[src/rtl/ramp_cho_pkg.sv]
package ramp_cho_pkg;
  localparam int AMP_W   = 2;
  localparam int FLAG_LO = 1;
  localparam int FLAG_HI = 5;
  localparam int F_LATCH = 1;
  localparam int F_COMPC = 2;
  localparam int F_COMPA = 3;
  localparam int F_HALF  = 4;
  localparam int F_XFADE = 5;
  typedef logic [FLAG_HI:FLAG_LO] cho_flags_t;
endpackage

[src/rtl/ramp_osc.sv]
module ramp_osc
  import ramp_cho_pkg::*;
#(
  parameter int RATE_W = 16,
  parameter int SPAN_W = 12,
  parameter int FRAC_W = 8,
  localparam int PH_W  = SPAN_W + FRAC_W
) (
  input  logic              clk_i,
  input  logic              rst_ni,
  input  logic              tick_i,
  input  logic              ld_i,
  input  logic              jam_i,
  input  logic [RATE_W-1:0] rate_i,
  input  logic [AMP_W-1:0]  amp_i,
  input  logic              cap_i,
  output logic [PH_W-1:0]   phase_o,
  output logic [PH_W-1:0]   hold_o,
  output logic [AMP_W-1:0]  amp_o
);
  logic [RATE_W-1:0] rate_q;
  logic [AMP_W-1:0]  amp_q;
  logic [PH_W-1:0]   phase_q, hold_q;
  logic [PH_W:0]     span_fx, sum, wrp;
  logic              unused_top;

  assign span_fx = (PH_W+1)'(1) << (PH_W - int'(amp_q));
  assign sum     = {1'b0, phase_q} + {{(PH_W+1-RATE_W){1'b0}}, rate_q};
  // rate is below the smallest span, so one subtraction wraps
  assign wrp     = (sum >= span_fx) ? sum - span_fx : sum;
  assign unused_top = wrp[PH_W];

  always_ff @(posedge clk_i or negedge rst_ni) begin
    if (!rst_ni) begin
      rate_q  <= '0;
      amp_q   <= '0;
      phase_q <= '0;
      hold_q  <= '0;
    end else begin
      if (cap_i) hold_q <= phase_q;
      if (ld_i) begin
        rate_q  <= rate_i;
        amp_q   <= amp_i;
        phase_q <= '0;
      end else if (jam_i) begin
        phase_q <= '0;
      end else if (tick_i) begin
        phase_q <= wrp[PH_W-1:0];
      end
    end
  end

  assign phase_o = phase_q;
  assign hold_o  = hold_q;
  assign amp_o   = amp_q;
endmodule

[src/rtl/cho_addr_calc.sv]
module cho_addr_calc
  import ramp_cho_pkg::*;
#(
  parameter int SPAN_W = 12,
  parameter int FRAC_W = 8,
  parameter int MEM_AW = 15,
  localparam int PH_W   = SPAN_W + FRAC_W,
  localparam int COEF_W = FRAC_W + 1
) (
  input  logic [PH_W-1:0]   phase_i,
  input  logic [AMP_W-1:0]  amp_i,
  input  cho_flags_t        flags_i,
  input  logic [MEM_AW-1:0] base_i,
  output logic [MEM_AW-1:0] addr_o,
  output logic [COEF_W-1:0] coef_o
);
  logic [PH_W-1:0]   mask, half, p_half, p_cmp, norm;
  logic [PH_W:0]     tri_v;
  logic [SPAN_W-1:0] ipart;
  logic [FRAC_W-1:0] frac;
  logic [COEF_W-1:0] xcoef, one_c;
  logic              unused_tri;

  assign mask   = {PH_W{1'b1}} >> amp_i;
  assign half   = (mask >> 1) + PH_W'(1);
  assign p_half = flags_i[F_HALF] ? ((phase_i + half) & mask) : phase_i;

  // normalise to full scale, then fold into a triangle
  assign norm   = p_half << amp_i;
  assign tri_v  = norm[PH_W-1] ? (((PH_W+1)'(1) << PH_W) - {1'b0, norm})
                               : {1'b0, norm};
  assign xcoef  = tri_v[PH_W-1 -: COEF_W];
  assign unused_tri = ^{tri_v[PH_W], tri_v[PH_W-COEF_W-1:0]};

  assign p_cmp  = flags_i[F_COMPA] ? (p_half ^ mask) : p_half;
  assign ipart  = p_cmp[PH_W-1:FRAC_W];
  assign frac   = p_cmp[FRAC_W-1:0];
  assign one_c  = COEF_W'(1) << FRAC_W;

  always_comb begin
    if (flags_i[F_XFADE]) begin
      addr_o = base_i;
      coef_o = xcoef;
    end else begin
      addr_o = base_i + MEM_AW'(ipart);
      coef_o = flags_i[F_COMPC] ? (one_c - {1'b0, frac}) : {1'b0, frac};
    end
  end
endmodule

[src/rtl/ramp_cho_agen.sv]
module ramp_cho_agen
  import ramp_cho_pkg::*;
#(
  parameter int NUM_RAMPS = 2,
  parameter int RATE_W    = 16,
  parameter int SPAN_W    = 12,
  parameter int FRAC_W    = 8,
  parameter int MEM_AW    = 15,
  localparam int PH_W     = SPAN_W + FRAC_W,
  localparam int COEF_W   = FRAC_W + 1,
  localparam int SEL_W    = (NUM_RAMPS > 1) ? $clog2(NUM_RAMPS) : 1
) (
  input  logic              clk_i,
  input  logic              rst_ni,
  input  logic              tick_i,
  input  logic              ld_i,
  input  logic              jam_i,
  input  logic [SEL_W-1:0]  ctl_sel_i,
  input  logic [RATE_W-1:0] ld_rate_i,
  input  logic [AMP_W-1:0]  ld_amp_i,
  input  logic              req_i,
  input  logic [SEL_W-1:0]  req_sel_i,
  input  logic [FLAG_HI:FLAG_LO] req_flags_i,
  input  logic [MEM_AW-1:0] req_base_i,
  output logic              valid_o,
  output logic [MEM_AW-1:0] addr_o,
  output logic [COEF_W-1:0] coef_o
);
  logic [NUM_RAMPS-1:0][PH_W-1:0]  live_ph, hold_ph;
  logic [NUM_RAMPS-1:0][AMP_W-1:0] amp_all;
  logic [PH_W-1:0]   src_ph;
  logic [MEM_AW-1:0] addr_d;
  logic [COEF_W-1:0] coef_d;

  for (genvar k = 0; k < NUM_RAMPS; k++) begin : g_ramp
    ramp_osc #(.RATE_W(RATE_W), .SPAN_W(SPAN_W), .FRAC_W(FRAC_W)) osc_i (
      .clk_i   (clk_i),
      .rst_ni  (rst_ni),
      .tick_i  (tick_i),
      .ld_i    (ld_i  && (ctl_sel_i == SEL_W'(k))),
      .jam_i   (jam_i && (ctl_sel_i == SEL_W'(k))),
      .rate_i  (ld_rate_i),
      .amp_i   (ld_amp_i),
      .cap_i   (req_i && req_flags_i[F_LATCH] && (req_sel_i == SEL_W'(k))),
      .phase_o (live_ph[k]),
      .hold_o  (hold_ph[k]),
      .amp_o   (amp_all[k])
    );
  end

  assign src_ph = req_flags_i[F_LATCH] ? live_ph[req_sel_i] : hold_ph[req_sel_i];

  cho_addr_calc #(.SPAN_W(SPAN_W), .FRAC_W(FRAC_W), .MEM_AW(MEM_AW)) calc_i (
    .phase_i (src_ph),
    .amp_i   (amp_all[req_sel_i]),
    .flags_i (req_flags_i),
    .base_i  (req_base_i),
    .addr_o  (addr_d),
    .coef_o  (coef_d)
  );

  always_ff @(posedge clk_i or negedge rst_ni) begin
    if (!rst_ni) begin
      valid_o <= 1'b0;
      addr_o  <= '0;
      coef_o  <= '0;
    end else begin
      valid_o <= req_i;
      if (req_i) begin
        addr_o <= addr_d;
        coef_o <= coef_d;
      end
    end
  end
endmodule

[config.mk]
export PLATFORM = sky130hd
export DESIGN_NAME = ramp_cho_agen
export DESIGN_NICKNAME = d
export VERILOG_FILES = /design/src/rtl/ramp_cho_pkg.sv /design/src/rtl/ramp_osc.sv /design/src/rtl/cho_addr_calc.sv /design/src/rtl/ramp_cho_agen.sv
export SDC_FILE = /design/constraint.sdc
export NUM_CORES = 1
export LEC_CHECK = 0
export BUFFER_PORTS_ARGS = -buffer_cell sky130_fd_sc_hd__buf_4
export CORE_AREA = 4 4 132 134
export CTS_CLUSTER_SIZE = 28
export DETAILED_ROUTE_END_ITERATION = 16
export DIE_AREA = 0 0 136 138
export PLACE_DENSITY = 0.82
export SYNTH_ARGS = -nofsm -noshare
export SYNTH_HDL_FRONTEND = slang
export SYNTH_HIERARCHICAL = 1
export SYNTH_SLANG_ARGS = --single-unit
[constraint.sdc]
create_clock -name clk_i -period 4.3 [get_ports clk_i]
set_input_delay 0.43 -clock clk_i [delete_from_list [all_inputs] [get_ports clk_i]]
set_output_delay 0.43 -clock clk_i [all_outputs]
set_load 0.05 [all_outputs]
==> results of run 1 <==
-- final cells by class --
class	count	area (um^2)	area share
tap	220	275.3	0.02464
timing repair buffer	83	626.9	0.05611
sequential	141	3528	0.3158
multi-input combinational	731	6038	0.5405
inverter	29	108.9	0.009743
clock buffer	20	456.7	0.04088
clock inverter	12	137.6	0.01232
-- synthesized netlist by cell type, types with 6 or more instances --
master	n	area share
a211oi_1	8	0.0061
a21o_1	14	0.011
a21oi_1	31	0.016
a22o_1	6	0.0053
and2_1	9	0.0057
and3_1	7	0.0044
buf_2	6	0.0030
buf_6	6	0.0068
clkbuf_1	19	0.0072
dfrtp_1	141	0.36
ha_1	57	0.072
inv_1	28	0.011
mux2_2	106	0.12
mux4_2	21	0.048
nand2_1	78	0.030
nand2b_1	14	0.0088
nand3_1	16	0.0081
nor2_1	41	0.016
nor2b_1	6	0.0038
nor3_1	22	0.011
o211ai_1	8	0.0061
o21ai_0	73	0.037
o21ai_1	9	0.0045
o21ai_2	6	0.0053
o21bai_1	9	0.0068
o31ai_1	7	0.0053
or3_1	7	0.0044
xnor2_1	27	0.024
xor2_1	42	0.037
-- registers in the layout, indices dropped and copies added, names as in the netlist --
register,flops
valid_o,1
g_ramp.osc_i/phase_o,40
g_ramp.osc_i/hold_o,40
g_ramp.osc_i/amp_o,4
coef_o,9
addr_o,15
g_ramp.osc_i/rate_q,32
-- power by group through the flow --
| stage | Sequential (W) | Combinational (W) | Clock [W] |
|---|---|---|---|
| final | 0.00215 | 0.00396 | 0.00149 |
| after global routing | 0.00221 | 0.00435 | 0.00156 |
| after CTS | 0.00215 | 0.00394 | 0.00150 |
| after detailed placement | 0.00217 | 0.00391 | 0 |
| after global placement | 0.00213 | 0.00381 | 0 |
| after floorplan | 0.00238 | 0.00279 | 0 |
-- metrics by stage --
step	cell area, um^2	std cells	setup WS (ns)	hold slack, ns
after CTS	11170	1236	0.2793	0.1887
after global routing	11170	1236	0.0005134	0.2308
after detailed placement	10580	1204	0.2838	0.4948
after floorplan	9922	944	0.1487	0.1344
final	11170	1236	0.2677	0.1309
after global placement	10580	1204	0.3275	0.4828
-- worst max-delay path, delay by kind of cell (launching register included) --
family / cells / cell delay [ns]
flip-flops: 1 / 0.41
XOR/XNOR: 1 / 0.16
AND/OR/NAND/NOR: 2 / 0.31
adder cells (fa/ha/maj): 3 / 1.02
AO/OA/AOI/OAI: 9 / 2.00
-- timing repair --
item | CTS | global route
resized for setup | 0 | 1
endpoints found under the setup margin | 0 | 1
buffers inserted | 0 | 0
-- cell families (layout without fill, tap and decap cells) --
family | Yosys count | count (layout)
flip-flops | 141 | 141
buffers and inverters | 72 | 144
other | 2 | 2
adder cells (fa/ha/maj) | 61 | 61
AND/OR/NAND/NOR | 233 | 233
AO/OA/AOI/OAI | 229 | 229
multiplexers | 137 | 137
XOR/XNOR | 69 | 69
-- routing by layer --
metal | vias up | track usage | wire [um]
li1 | 3613 | - | -
met1 | 3801 | 0.3309 | 9683
met2 | 215 | 0.4151 | 11370
met3 | 31 | 0.05051 | 1269
met4 | 0 | 0.08170 | 419
met5 | - | 0 | 0
-- path summary, 6_finish.rpt --
kind | end | slack (ns) | cells after the start
max in group asynchronous | g_ramp[1].osc_i/rate_q[10]$_DFFE_PN0P_ | 3.15 | 2
hold reg to reg | g_ramp[1].osc_i/hold_o[6]$_DFFE_PN0P_ | 0.50 | 1
setup reg to reg | g_ramp[1].osc_i/phase_o[18]$_DFFE_PN0P_ | 0.27 | 15
hold / removal | addr_o[6]$_DFFE_PN0P_ | 0.13 | 1
setup / recovery | g_ramp[1].osc_i/phase_o[18]$_DFFE_PN0P_ | 0.27 | 15
min in group clk_i | g_ramp[0].osc_i/rate_q[6]$_DFFE_PN0P_ | 0.23 | 2
==> run_results.csv, run 1 <==
group,metric,value,unit
placement,dp_hpwl,16800,um
global_route,grt_first_pass_wirelength,37970,um
global_route,grt_usage,0.2507,
clock_tree,clkLatencyLatePin,0.43,ns
synthesis,post_synth_xor_area_fraction,0.06091,
power_and_ir_drop,p_switching,0.003228,W
route,via_per_inst,6.197,
critical_path,startpoint_type,"flip-flop",
route,drcViolationCount,0,
placement,gp_congestion,0.8978,
floorplan,io_pins,71,
clock_tree,cts_htree_levels,4,
critical_path,cp_common_cell,"ha_1",
floorplan,start_util,0.6091,
floorplan,fp.dieH,138,um
route,wirelength,22740,um
synthesis,synth_area,0.009922,mm^2
clock_tree,cts_tree,"built",
power_and_ir_drop,internal-power,0.004378,W
synthesis,synth_fp_nets,1050,
sta,finClkSkew,0.004348,ns
finish,layout-drive-gt1-share,0.2776,
critical_path,cp_slowest_stage_delay,0.47,ns
critical_path,reg2reg_from,"g_ramp[1].osc_i/phase_o[0]$_DFFE_PN0P_",
placement,port_buffers,70,
power_and_ir_drop,power_frac_clock,0.196,
sta,slew-limit-headroom,0.2376,
run_status,status,"completed",
floorplan,fp.coreArea,0.01629,mm^2
critical_path,cp-end-kind,"flip-flop",
route,detail_route.first_pass.iterations,5,
worst_hold_path,min_path_type,"in2async",
power_and_ir_drop,pwr-share-comb,0.521,
route,ant_nets,0,
sta,fin_tns_setup,0,ns
synthesis,avgSynthCellArea,10.51,um^2
finish,fin_util,0.6858,
finish,final_common_cell,"dfrtp_1",
finish,diodes,0,
route,drt_iter0_drc,523,
critical_path,crit_chain,"ha_1, fa_1, a211oi_2, o21ai_1, o21ai_2, o311ai_4, o31a_2, xor2_1, ha_1, o21a_1, o21ai_0, nand2b_1, a31o_2, and4b_1, a221o_1",
sta,period_minus_slack,4.032,ns
finish,area_growth_syn_to_layout,12.60,%
clock_tree,cts.clk_slew.worst_paths,0.06,ns
synthesis,synth_compound_area_frac,0.1607,
synthesis,syn_inst,944,
synthesis,synthAdderAreaFrac,0.07894,
critical_path,critPathKind,"reg2reg",
power_and_ir_drop,power.total,0.007606,W
power_and_ir_drop,p_per_area,680.8,mW/mm^2
critical_path,slowest_stage,"fa_1",
clock_tree,clockRootBuffer,"clkbuf_16",
clock_tree,clock_path_buffers,2,
sta,finalSetupViolations,0,
global_route,antenna_found_initial,0,
synthesis,synth-seq-cells,141,
synthesis,synth.yosys.warnings,6,
floorplan,dieArea,0.01877,mm^2
synthesis,synth_edf_count,0,
sta,period_share,0.9377,
run,cap_violations,0,
floorplan,row_count,47,
sta,fmax,0.2480,GHz
clock_tree,ctsHoldBuffers,0,
critical_path,startpoint,"g_ramp[1].osc_i/phase_o[0]$_DFFE_PN0P_",
finish,final_cell_mix,"141 x dfrtp_1, 106 x mux2_2, 82 x buf_4, 78 x nand2_1, 72 x o21ai_0",
power_and_ir_drop,p_leak,5.111,nW
sta,rsz0062_at_grt,"no",
synthesis,ys.flop_type,"dfrtp_1",
synthesis,synth_sequential_area_ratio,0.3556,
synthesis,synthMuxAreaShare,0.1828,
sta,maxSlewViolCount,0,
synthesis,synthSimpleGateAreaFrac,0.1232,
sta,hold_viol_final,0,
power_and_ir_drop,p_sw_frac,0.4244,
synthesis,async_flop_share,1.000,
route,wl_per_cell,18.39,um
critical_path,cp.arrival,4.35,ns
critical_path,cp_max_fo,8,
route,vias,7660,
synthesis,synth_top_family_by_area,"multiplexers",
finish,layout.nets,1109,
power_and_ir_drop,vdd_ir_drop_max,351.9,uV
global_route,grt_start_max_net_pins,117,
finish,fillers,1198,
clock_tree,cts.sinks,141,
synthesis,yosysUniqueCellTypes,89,
critical_path,cp.required,4.61,ns
clock_tree,cts_buffers,17,
global_route,grt_pass1_vias,7541,
floorplan,fp.dieW,136,um
sta,max_slew.worst_pin.slew,1.144,ns
global_route,grt-ovfl-total,0,
power_and_ir_drop,p_seq_frac,0.283,
Power figures use the tool's default switching activity.
==> run 2, diff against run 1 <==
--- a/config.mk
+++ b/config.mk
@@ -10,6 +10,7 @@
 export CTS_CLUSTER_SIZE = 28
 export DETAILED_ROUTE_END_ITERATION = 16
 export DIE_AREA = 0 0 136 138
+export GPL_TIMING_DRIVEN = 0
 export PLACE_DENSITY = 0.82
 export SYNTH_ARGS = -nofsm -noshare
 export SYNTH_HDL_FRONTEND = slang
==> run 2 against run 1 <==
Compared with the run above:
- combinational power rose by 1%
- clock power fell by 5%
- first-iteration DRC count fell by 5.2%
- count of clock-buffer cells in the layout unchanged
- critical path type unchanged
==> run_results.csv, run 2 (synthesis results as in run 1) <==
group,metric,value,unit
global_route,grt_start_max_net_pins,89,
critical_path,crit_chain,"ha_1, a2111oi_0, o21ai_1, nand3_1, a21oi_1, o21ai_0, xor2_1, inv_1, ha_1, o21a_1, o21ai_1, nand2b_1, o21ai_0, o221ai_1, a31o_2, a22o_1",
finish,final_cell_mix,"141 x dfrtp_1, 106 x mux2_2, 78 x nand2_1, 71 x o21ai_0, 70 x buf_4",
worst_hold_path,min_path_cells,1,
global_route,grt_usage,0.2597,
route,drcViolationCount,0,
floorplan,row_count,47,
global_route,grt-ovfl-total,0,
route,detail_route.first_pass.iterations,5,
floorplan,fp.dieH,138,um
critical_path,r2r_setup_slack,0.23,ns
sta,finalSetupViolations,0,
critical_path,startpoint_type,"flip-flop",
floorplan,fp.dieW,136,um
placement,port_buffers,68,
clock_tree,cts_tree,"built",
clock_tree,cts.sinks,141,
clock_tree,clock_path_buffers,2,
finish,area_growth_syn_to_layout,14.11,%
sta,max_slew.worst_pin.slew,0.7950,ns
sta,slew-limit-headroom,0.4700,
sta,maxSlewViolCount,0,
clock_tree,cts_htree_levels,4,
critical_path,path_buf_inv,1,
route,wirelength,23440,um
sta,fmax,0.2458,GHz
critical_path,cp-end-kind,"flip-flop",
placement,post_dp_cell_area,0.01074,mm^2
worst_hold_path,min_path_type,"in2reg",
placement,dp_hpwl,17640,um
sta,hold_viol_final,0,
finish,final_common_cell,"dfrtp_1",
worst_hold_path,hp-start,"req_i",
critical_path,r2r_end,"g_ramp[1].osc_i/phase_o[19]$_DFFE_PN0P_",
route,via_per_inst,6.098,
route,wl_per_cell,18.54,um
finish,layout.nets,1138,
floorplan,dieArea,0.01877,mm^2
critical_path,cp.arrival,4.38,ns
finish,layout-drive-gt1-share,0.2720,
global_route,grt_first_pass_wirelength,39500,um
route,drt_iter0_drc,496,
global_route,grt_pass1_vias,7911,
critical_path,cp.required,4.61,ns
clock_tree,clockRootBuffer,"clkbuf_16",
clock_tree,post_cts_buffers,0,
finish,fin_util,0.6951,
floorplan,fp.coreArea,0.01629,mm^2
sta,rsz0062_at_grt,"yes",
route,vias,7708,
critical_path,slowest_stage,"a2111oi_0",
clock_tree,cts.clk_slew.worst_paths,0.06,ns
power_and_ir_drop,p_leak,5.175,nW
floorplan,start_util,0.6091,
critical_path,path_delay_family,"compound AO/OA/AOI/OAI gates",
floorplan,io_pins,71,
worst_hold_path,min_to,"valid_o$_DFF_PN0_",
power_and_ir_drop,vdd_ir_drop_max,365.6,uV
critical_path,critPathKind,"reg2reg",
sta,period_share,0.9462,
sta,period_minus_slack,4.068,ns
sta,fin_tns_setup,0,ns
critical_path,rr_worst_depth,16,
clock_tree,clkLatencyLatePin,0.42,ns
global_route,antenna_found_initial,0,
run,cap_violations,0,
finish,diodes,0,
route,ant_nets,0,
run_status,status,"completed",
clock_tree,cts_buffers,17,
finish,final_area,0.01132,mm^2
power_and_ir_drop,p_per_area,671.2,mW/mm^2
critical_path,cp_slowest_stage_delay,0.55,ns
critical_path,cp_max_fo,5,
placement,gp_congestion,0.9126,
sta,finClkSkew,0.006762,ns
critical_path,reg2reg_from,"g_ramp[1].osc_i/phase_o[6]$_DFFE_PN0P_",
==> run 2: cell types whose count changed in the layout (fill, tap and decap cells not counted), sizes merged <==
cell / change
inv: -2
clkinvlp: -2
clkbuf: +21
clkinv: +3
dlygate4sd3: +1
buf: +7
==> run 2: final cells by class <==
| cell class | count | area (um^2) |
|---|---|---|
| multi-input combinational | 731 | 6036 |
| tap | 220 | 275.3 |
| sequential | 141 | 3528 |
| fill | 1205 | 4967 |
| buffer | 42 | 255.2 |
| timing repair buffer | 70 | 551.8 |
| inverter | 29 | 108.9 |
| clock buffer | 20 | 446.7 |
| clock inverter | 11 | 120.1 |
==> run 2: how the worst max path moves through the flow <==
stage | start | endpoint | slack [ns] | cells past startpoint
finish | g_ramp[1].osc_i/phase_o[6]$_DFFE_PN0P_ | g_ramp[1].osc_i/phase_o[19]$_DFFE_PN0P_ | 0.23 | 16
global route | g_ramp[1].osc_i/amp_o[1]$_DFFE_PN0P_ | addr_o[14]$_DFFE_PN0P_ | -0.007 | 14
CTS | g_ramp[0].osc_i/amp_o[0]$_DFFE_PN0P_ | addr_o[14]$_DFFE_PN0P_ | 0.08 | 18
global placement | req_sel_i | addr_o[14]$_DFFE_PN0P_ | -0.21 | 20
detailed placement | req_sel_i | addr_o[14]$_DFFE_PN0P_ | -0.25 | 20
floorplan | req_sel_i | addr_o[14]$_DFFE_PN0P_ | 0.15 | 20
==> run 2: power by group <==
part	leakage, nW	switching, W	internal [W]	total [W]
clock	0.272	0.000558	0.000862	0.00142
combinational	3.12	0.00226	0.00175	0.00401
sequential	1.78	0.000396	0.00177	0.00217
total	5.17	0.00322	0.00438	0.00760
==> run 2: repair_timing <==
item | 4_1_cts | 5_1_grt
setup endpoints to repair | 0 | 5
hold buffers | 1 | 0
resized for setup | 0 | 5
endpoints found under the hold margin | 53 | 0
==> run 2: per-layer routing <==
layer	routed length (um)	GRT usage	share of wire	up-vias
met2	12090	0.4587	0.52	212
li1	-	-	-	3659
met5	0	0	0	-
met4	517	0.08382	0.022	0
met1	9641	0.3220	0.41	3794
met3	1186	0.04360	0.051	43
==> run 2: through the flow <==
step,setup WS [ns],hold WS (ns),cells,total power (W)
after floorplan,0.1487,0.1344,944,0.005165
after global placement,-0.2056,0.4837,1232,0.005952
after detailed placement,-0.2461,0.4212,1233,0.006109
after CTS,0.07882,0.1113,1265,0.007583
after global routing,-0.006562,0.1116,1264,0.008121
final,0.2315,0.1261,1264,0.007599
==> run 3, diff against run 2 <==
--- a/config.mk
+++ b/config.mk
@@ -6,12 +6,13 @@
 export NUM_CORES = 1
 export LEC_CHECK = 0
 export BUFFER_PORTS_ARGS = -buffer_cell sky130_fd_sc_hd__buf_4
-export CORE_AREA = 4 4 132 134
+export CORE_AREA = 4 4 131 133
+export CTS_BUF_LIST = sky130_fd_sc_hd__clkbuf_4
 export CTS_CLUSTER_SIZE = 28
 export DETAILED_ROUTE_END_ITERATION = 16
-export DIE_AREA = 0 0 136 138
+export DIE_AREA = 0 0 135 137
 export GPL_TIMING_DRIVEN = 0
-export PLACE_DENSITY = 0.82
+export PLACE_DENSITY = 0.83
 export SYNTH_ARGS = -nofsm -noshare
 export SYNTH_HDL_FRONTEND = slang
 export SYNTH_HIERARCHICAL = 1
==> run 3 against run 2 <==
Compared with the run above:
- register-to-register slack lost 0.08 ns
- worst hold slack lost 0.031 ns
- first-iteration DRC count grew 6.0%
- critical endpoint is now g_ramp[0].osc_i/phase_o[18]$_DFFE_PN0P_
- highest routed layer unchanged
==> run_results.csv, run 3 (synthesis results as in run 1) <==
group,metric,value,unit
global_route,grt_pass1_vias,7483,
floorplan,fp.coreArea,0.01583,mm^2
finish,layout-drive-gt1-share,0.2751,
placement,post_dp_cell_area,0.01073,mm^2
global_route,grt-ovfl-total,0,
power_and_ir_drop,vdd_ir_drop_max,300.0,uV
sta,whs,0.09499,ns
sta,period_share,0.9644,
worst_hold_path,hp-start,"ld_rate_i[3]",
sta,finClkSkew,0.01879,ns
run,cap_violations,0,
placement,dp_hpwl,17390,um
sta,finalSetupViolations,0,
clock_tree,clockRootBuffer,"clkbuf_4",
finish,diodes,0,
critical_path,reg2reg_from,"g_ramp[0].osc_i/phase_o[0]$_DFFE_PN0P_",
route,vias,7630,
power_and_ir_drop,power_frac_clock,0.118,
global_route,grt_usage,0.2506,
power_and_ir_drop,p_per_area,632.4,mW/mm^2
clock_tree,clkLatencyLatePin,0.57,ns
critical_path,critPathKind,"reg2reg",
power_and_ir_drop,pwr-share-comb,0.576,
global_route,grt_start_max_net_pins,73,
finish,fin_util,0.6973,
worst_hold_path,min_path_type,"in2reg",
route,via_per_inst,6.041,
route,ant_nets,0,
clock_tree,cts.clk_slew.worst_paths,0.13,ns
route,wl_per_cell,17.77,um
power_and_ir_drop,power.total,0.006979,W
clock_tree,clock_path_buffers,2,
global_route,grt_first_pass_wirelength,36740,um
run_status,status,"completed",
floorplan,row_count,46,
finish,final_common_cell,"dfrtp_1",
sta,period_minus_slack,4.147,ns
finish,final_cell_mix,"140 x dfrtp_1, 106 x mux2_2, 78 x nand2_1, 72 x o21ai_0, 71 x buf_4",
critical_path,cp.arrival,4.61,ns
floorplan,fp.dieW,135,um
sta,max_slew.worst_pin.slew,0.7581,ns
critical_path,cp_max_fo,8,
floorplan,io_pins,71,
sta,maxSlewViolCount,0,
finish,final_area,0.01104,mm^2
placement,port_buffers,68,
power_and_ir_drop,p_switching,0.003171,W
placement,gp_congestion,0.9219,
clock_tree,cts_tree,"built",
critical_path,cp.required,4.76,ns
global_route,antenna_found_initial,0,
critical_path,startpoint_type,"flip-flop",
clock_tree,cts_buffers,17,
route,drt_iter0_drc,526,
clock_tree,cts_htree_levels,4,
finish,area_growth_syn_to_layout,11.24,%
sta,slew-limit-headroom,0.4946,
critical_path,startpoint,"g_ramp[0].osc_i/phase_o[0]$_DFFE_PN0P_",
floorplan,start_util,0.6269,
power_and_ir_drop,internal-power,0.003809,W
critical_path,cp-end-kind,"flip-flop",
finish,layout.nets,1140,
sta,rsz0062_at_grt,"no",
power_and_ir_drop,p_leak,5.040,nW
power_and_ir_drop,p_seq_frac,0.306,
route,detail_route.first_pass.iterations,5,
sta,fmax,0.2411,GHz
sta,hold_viol_final,0,
route,wirelength,22440,um
floorplan,dieArea,0.01850,mm^2
finish,fillers,1180,
floorplan,fp.dieH,137,um
power_and_ir_drop,p_sw_frac,0.4543,
route,drcViolationCount,0,
clock_tree,cts.sinks,141,
-- run 3: cell types whose count changed in the layout (fill, tap and decap cells not counted), sizes merged --
cell and change:
buf +1, bufinv -1, clkbuf -3, clkinv -1, clkinvlp +1, dlygate4sd3 +1, inv +5
-- run 3: final cells by class --
cell class | instances | area [um^2] | area share
buffer | 42 | 255.2 | 0.02313
clock buffer | 17 | 127.6 | 0.01156
timing repair buffer | 72 | 569.3 | 0.05158
inverter | 29 | 108.9 | 0.009863
clock inverter | 15 | 137.6 | 0.01247
sequential | 141 | 3530 | 0.3198
tap | 216 | 270.3 | 0.02449
multi-input combinational | 731 | 6038 | 0.5471
-- run 3: stage by stage --
stage | TNS, ns | instances | worst slack (ns)
floorplan | 0 | 944 | 0.1487
global placement | -0.3811 | 1228 | -0.2216
detailed placement | -0.5479 | 1229 | -0.2110
CTS | 0 | 1263 | 0.08853
global route | 0 | 1263 | 0.02531
finish | 0 | 1263 | 0.1530
-- run 3: worst max-delay path, cell delays in order (launching register included) --
cell and delay (ns):
dfrtp_1 0.45, ha_1 0.26, fa_1 0.44, a211oi_2 0.25, o21ai_1 0.12, o21ai_2 0.14
o311ai_4 0.15, o31a_2 0.35, xor2_1 0.17, ha_1 0.28, o21a_1 0.21, o21ai_0 0.27
nand2b_1 0.15, a31o_2 0.33, and4b_1 0.22, a221o_1 0.25
-- run 3: routing by layer --
metal	vias to the layer above	wire (um)	global-route usage
li1	3677	-	-
met4	0	568	0.09686
met5	-	0	0
met2	214	11150	0.4352
met3	43	1040	0.03603
met1	3696	9681	0.3190
-- run 3: path summary, 6_finish.rpt --
path	to	slack (ns)	cells after the start
setup / recovery	g_ramp[0].osc_i/phase_o[18]$_DFFE_PN0P_	0.15	15
hold / removal	g_ramp[1].osc_i/rate_q[3]$_DFFE_PN0P_	0.09	2
setup reg to reg	g_ramp[0].osc_i/phase_o[18]$_DFFE_PN0P_	0.15	15
hold reg to reg	g_ramp[1].osc_i/hold_o[0]$_DFFE_PN0P_	0.51	1
max in group asynchronous	g_ramp[1].osc_i/hold_o[1]$_DFFE_PN0P_	3.09	3
min in group asynchronous	addr_o[7]$_DFFE_PN0P_	0.42	2
-- run 3: repair_timing --
item                                    4_1_cts  5_1_grt
gates resized for setup                       0        6
hold endpoints to repair                     70        0
buffers inserted                              0        1
endpoints found under the setup margin        0        5
hold buffers                                  2        0
-- run 3: power by group through the flow --
stage          Clock (W)  Combinational [W]  Sequential [W]
3_3_place_gp           0            0.00383         0.00212
4_1_cts         0.000850            0.00397         0.00213
6_report        0.000824            0.00402         0.00214
2_1_floorplan          0            0.00279         0.00238
3_5_place_dp           0            0.00395         0.00216
5_1_grt         0.000914            0.00439         0.00219
